## src/rtl/scan_chk_ctrl.sv

```systemverilog
module scan_chk_ctrl #(
  parameter int unsigned RUN_LEN = 12,
  localparam int unsigned CNT_W  = $clog2(RUN_LEN)
) (
  input  logic             clk_i,
  input  logic             rst_ni,
  input  logic             start_i,
  output logic             busy_o,
  output logic             done_o,
  output logic             clr_o,
  output logic [CNT_W-1:0] cnt_o
);
  localparam logic [CNT_W-1:0] LAST = CNT_W'(RUN_LEN - 1);

  logic             busy_q, done_q;
  logic [CNT_W-1:0] cnt_q;
  logic             accept;

  assign accept = start_i && !busy_q;

  always_ff @(posedge clk_i or negedge rst_ni) begin
    if (!rst_ni) begin
      busy_q <= 1'b0;
      done_q <= 1'b0;
      cnt_q  <= '0;
    end else if (accept) begin
      busy_q <= 1'b1;
      done_q <= 1'b0;
      cnt_q  <= '0;
    end else if (busy_q) begin
      if (cnt_q == LAST) begin
        busy_q <= 1'b0;
        done_q <= 1'b1;
        cnt_q  <= '0;
      end else begin
        cnt_q <= cnt_q + 1'b1;
      end
    end
  end

  assign busy_o = busy_q;
  assign done_o = done_q;
  assign clr_o  = accept;
  assign cnt_o  = cnt_q;

  AST_RUN_STEP: assert property (@(posedge clk_i) disable iff (!rst_ni)
    busy_q && cnt_q != LAST |=> busy_q && cnt_q == $past(cnt_q) + 1'b1);
  AST_DONE_AT_END: assert property (@(posedge clk_i) disable iff (!rst_ni)
    $rose(done_q) |-> $past(busy_q) && $past(cnt_q) == LAST);
  AST_IDLE_AFTER_END: assert property (@(posedge clk_i) disable iff (!rst_ni)
    busy_q && cnt_q == LAST && !start_i |=> !busy_q && done_q);
  AST_CNT_BOUND: assert property (@(posedge clk_i) disable iff (!rst_ni)
    busy_q |-> cnt_q <= LAST);
endmodule

```

## config.mk

```make
export PLATFORM = sky130hd
export DESIGN_NAME = scan_chk_ctrl
export DESIGN_NICKNAME = d
export VERILOG_FILES = /design/src/rtl/scan_chk_ctrl.sv
export SDC_FILE = /design/constraint.sdc
export NUM_CORES = 1
export LEC_CHECK = 0
export ABC_AREA = 1
export BUFFER_PORTS_ARGS = -buffer_cell sky130_fd_sc_hd__buf_2
export CAP_MARGIN = 20
export CORE_AREA = 3 3 40 42
export CTS_CLUSTER_DIAMETER = 60
export DETAILED_ROUTE_END_ITERATION = 12
export DIE_AREA = 0 0 43 45
export PLACE_DENSITY = 0.39
export REMOVE_ABC_BUFFERS = 1
export SLEW_MARGIN = 40
export SYNTH_ARGS = -nofsm -noshare
export SYNTH_HDL_FRONTEND = slang
export SYNTH_SLANG_ARGS = --single-unit
```

## constraint.sdc

```tcl
create_clock -name clk_i -period 1.5 [get_ports clk_i]
set_input_delay 0 -clock clk_i [delete_from_list [all_inputs] [get_ports clk_i]]
set_output_delay 0 -clock clk_i [all_outputs]
set_load 0.01 [all_outputs]
```

==> reports/metrics.cfg <==
[run_status]
run_status = complete, no violations

[routing]
first_pass_iteration_count_of_the_detailed_router = 3
remaining_drc_errors = 0
num_vias = 263
viasPerCell = 4.242
postRouteAntennaNets = 0
detail_route.iter0.violations = 3
routedWlPerCell_um = 10.13
detail_route.wirelength_um = 628

[hold_path]
min-delay-path-class = in -> reg
hold-path-endpoint = cnt_o[3]
worstHoldPathCells = 4
timing.hold.worst.start = start_i

[critical_path]
end_kind = flop
critical_path.startpoint = cnt_o[0]
path_class = reg -> reg
req_time_crit_path_ns = 1.63
worst-path-max-fanout = 6
reg2reg_slack_ns = 0.37
rr_worst_depth = 6
r2r_end = cnt_o[3]
timing.critical_path.arrival_ns = 1.27
rr_startpoint = cnt_o[0]
worst_setup_path_start_kind = flop

[global_routing]
grt_start_max_net_pins = 8
first_pass_grt_wire_length_um = 1076
grt.total_usage_pct = 8.459
grt_antenna_before_repair = 0
first_global_vias = 235
grt_remaining_overflow = 0

[cells_and_area]
multi_input_comb_area_um2 = 123.9
flow.area_growth_from_synthesis_pct = 32.91
layout.cell_area.non_filler_um2 = 389.1
antennaDiodeCount = 0
cell_count_final_fillers_out = 62
drive_gt1_share_pct = 31.91
register_cell_area_after_layout_um2 = 150.1
finish.utilization_pct = 30.28
num-fill-cells = 143
final_nets = 53

[clock_network]
cts_max_level = 1
cts_root_buffer = sky130_fd_sc_hd__clkbuf_4
clkTransAtPathRegs_ns = 0.05
clk_path_buf_depth = 2
cts.sink_count = 6
cts_tree = done
cts_setup_buffers = 0
cts_hold_fix_bufs = 1
cts_inserted_buffers = 3
clk-insertion-delay-late_ns = 0.24
post_cts.resized_instances = 0

[synthesis]
main_combinational_cell_family_by_area_after_synthesis = simple AND/OR/NAND/NOR gates
synth-warning-count = 0
yosys-mux-area-fraction_pct = 0
synthDistinctLibCells = 15
synth_sequential_area_ratio_pct = 51.28
number_of_cells_produced_by_synthesis = 34
yosys.area_share.adder_pct = 4.274
synth-xor-area-share_pct = 2.991
synth_seq_cells = 6
post_synth_main_area_contributors = sky130_fd_sc_hd__dfrtp_1, sky130_fd_sc_hd__nand2_1, sky130_fd_sc_hd__inv_1, sky130_fd_sc_hd__ha_1, sky130_fd_sc_hd__a21oi_1
synthesized_cell_area_um2 = 292.8
synth.top_cell.area_share_pct = 51.28
synth_compound_area_share_pct = 11.11
syn_avg_cell_area_um2 = 8.611
synth_simple_gate_area_share_pct = 23.93
synth_top_cell_by_area = sky130_fd_sc_hd__dfrtp_1

[die]
floorplan.die.height_um = 45
fp-row-count = 13
floorplan.die_area_um2 = 1935
io_pins = 10
die_w_um = 43
core_area_um2 = 1285
initial_utilization_pct = 22.78

[power_and_ir_drop]
share_clk_of_total_power_pct = 17.1
sequentialPowerShare_pct = 40.4
power.share.switching_pct = 40.76
net-switching-power_uw = 350.9
ir_drop_uv = 523.1
leakage_nw = 0.1950
internal_power_uw = 510.1
power.density_nw_per_um2 = 2213
comb_power_share_pct = 42.5

[sta]
finalWorstSetupSlack_ns = 0.3657
worst_pin_slew_ns = 0.2502
fmax_mhz = 881.6
layout_worst_path_cycle_share_pct = 75.62
timing.final.setup_violations = 0
final.setup_skew_ns = 0.002454
drv_slew = 0
timing.final.crit_period_ns = 1.134
worst_slew_margin_rel_pct = 83.32
report.final.hold_viol_count = 0
setup_repair_after_global_routing_missed_its_margin = false
finalSetupTns_ns = 0

[place]
routabilityCongestion = 0.7309
portBuffers = 9
placement.cell_area_um2 = 356.6
dp_slack_ns = 0.3759
place.detailed.instances = 58

[job]
cap_violations = 0

[worst max-delay path by stage]
stage | to | slack (ns) | depth (start not counted)
floorplan | cnt_o[3] | 0.39 | 6
CTS | cnt_o[3] | 0.36 | 6
global placement | cnt_o[3] | 0.38 | 6
global route | cnt_o[3] | 0.28 | 6
detailed placement | cnt_o[3] | 0.38 | 6
finish | cnt_o[3] | 0.37 | 6
[logic make-up after synthesis]
kind of cell    Yosys count
simple gates             16
fa+ha+maj                 1
flops                     6
compound gates            5
buf+inv                   5
xor+xnor                  1
[final cells by class]
class | instances | share of cell area, %
flip-flops and latches | 6 | 38.59
multi-input cells | 23 | 31.83
repair buffers | 10 | 14.15
clock buffers | 3 | 5.788
inverters | 5 | 4.823
well taps | 15 | 4.823
[routing by layer]
metal	vias up	track usage (%)	wire length, µm
met4	0	9.036	0
li1	136	-	-
met2	7	9.880	279
met1	120	10.05	306
met3	0	4.781	43
met5	-	0	0
[critical path, stage by stage, from the launching register on]
cell	delay, ns
sky130_fd_sc_hd__dfrtp_1	0.41
sky130_fd_sc_hd__ha_1	0.23
sky130_fd_sc_hd__nand3_1	0.10
sky130_fd_sc_hd__nand2_2	0.10
sky130_fd_sc_hd__clkinv_1	0.07
sky130_fd_sc_hd__nand2_1	0.06
sky130_fd_sc_hd__nand2_1	0.04
[through the flow]
| step | power, mW | hold WS, ns |
|---|---|---|
| after global placement | 0.7139 | -0.1676 |
| after detailed placement | 0.7206 | -0.1603 |
| after global routing | 0.9534 | 0.06209 |
| after floorplan | 0.5835 | -0.2956 |
| final | 0.8610 | 0.05445 |
| after CTS | 0.8815 | 0.04916 |
[power groups by stage]
stage / clock network (mW) / logic (mW) / registers (mW)
floorplan: 0 / 0.211 / 0.372
global placement: 0 / 0.365 / 0.349
detailed placement: 0 / 0.373 / 0.348
CTS: 0.158 / 0.375 / 0.348
global route: 0.174 / 0.409 / 0.370
finish: 0.148 / 0.366 / 0.348
[sequential cells by signal, summed over array words and instances (netlist names)]
register  count
busy_o        1
done_o        1
cnt_o         4
[synthesized netlist by cell type]
master / count
sky130_fd_sc_hd__nand2_1: 9
sky130_fd_sc_hd__nand3_1: 2
sky130_fd_sc_hd__o21ai_2: 1
sky130_fd_sc_hd__a21oi_1: 2
sky130_fd_sc_hd__ha_1: 1
sky130_fd_sc_hd__nor2_1: 2
sky130_fd_sc_hd__nand4_1: 1
sky130_fd_sc_hd__clkinv_1: 1
sky130_fd_sc_hd__o21ai_1: 1
sky130_fd_sc_hd__nand2_2: 1
sky130_fd_sc_hd__xnor2_1: 1
sky130_fd_sc_hd__dfrtp_1: 6
sky130_fd_sc_hd__inv_1: 4
sky130_fd_sc_hd__a22o_1: 1
sky130_fd_sc_hd__nor2_2: 1
[layout by cell type, fill, tap and decap left out, types with 2 or more instances in the layout]
master                     n
sky130_fd_sc_hd__buf_2     9
sky130_fd_sc_hd__a21oi_1   2
sky130_fd_sc_hd__inv_1     4
sky130_fd_sc_hd__clkbuf_4  3
sky130_fd_sc_hd__dfrtp_1   6
sky130_fd_sc_hd__nand3_1   2
sky130_fd_sc_hd__nand2_1   9
sky130_fd_sc_hd__nor2_1    2
Note: power is estimated with default switching activity, not from simulation.
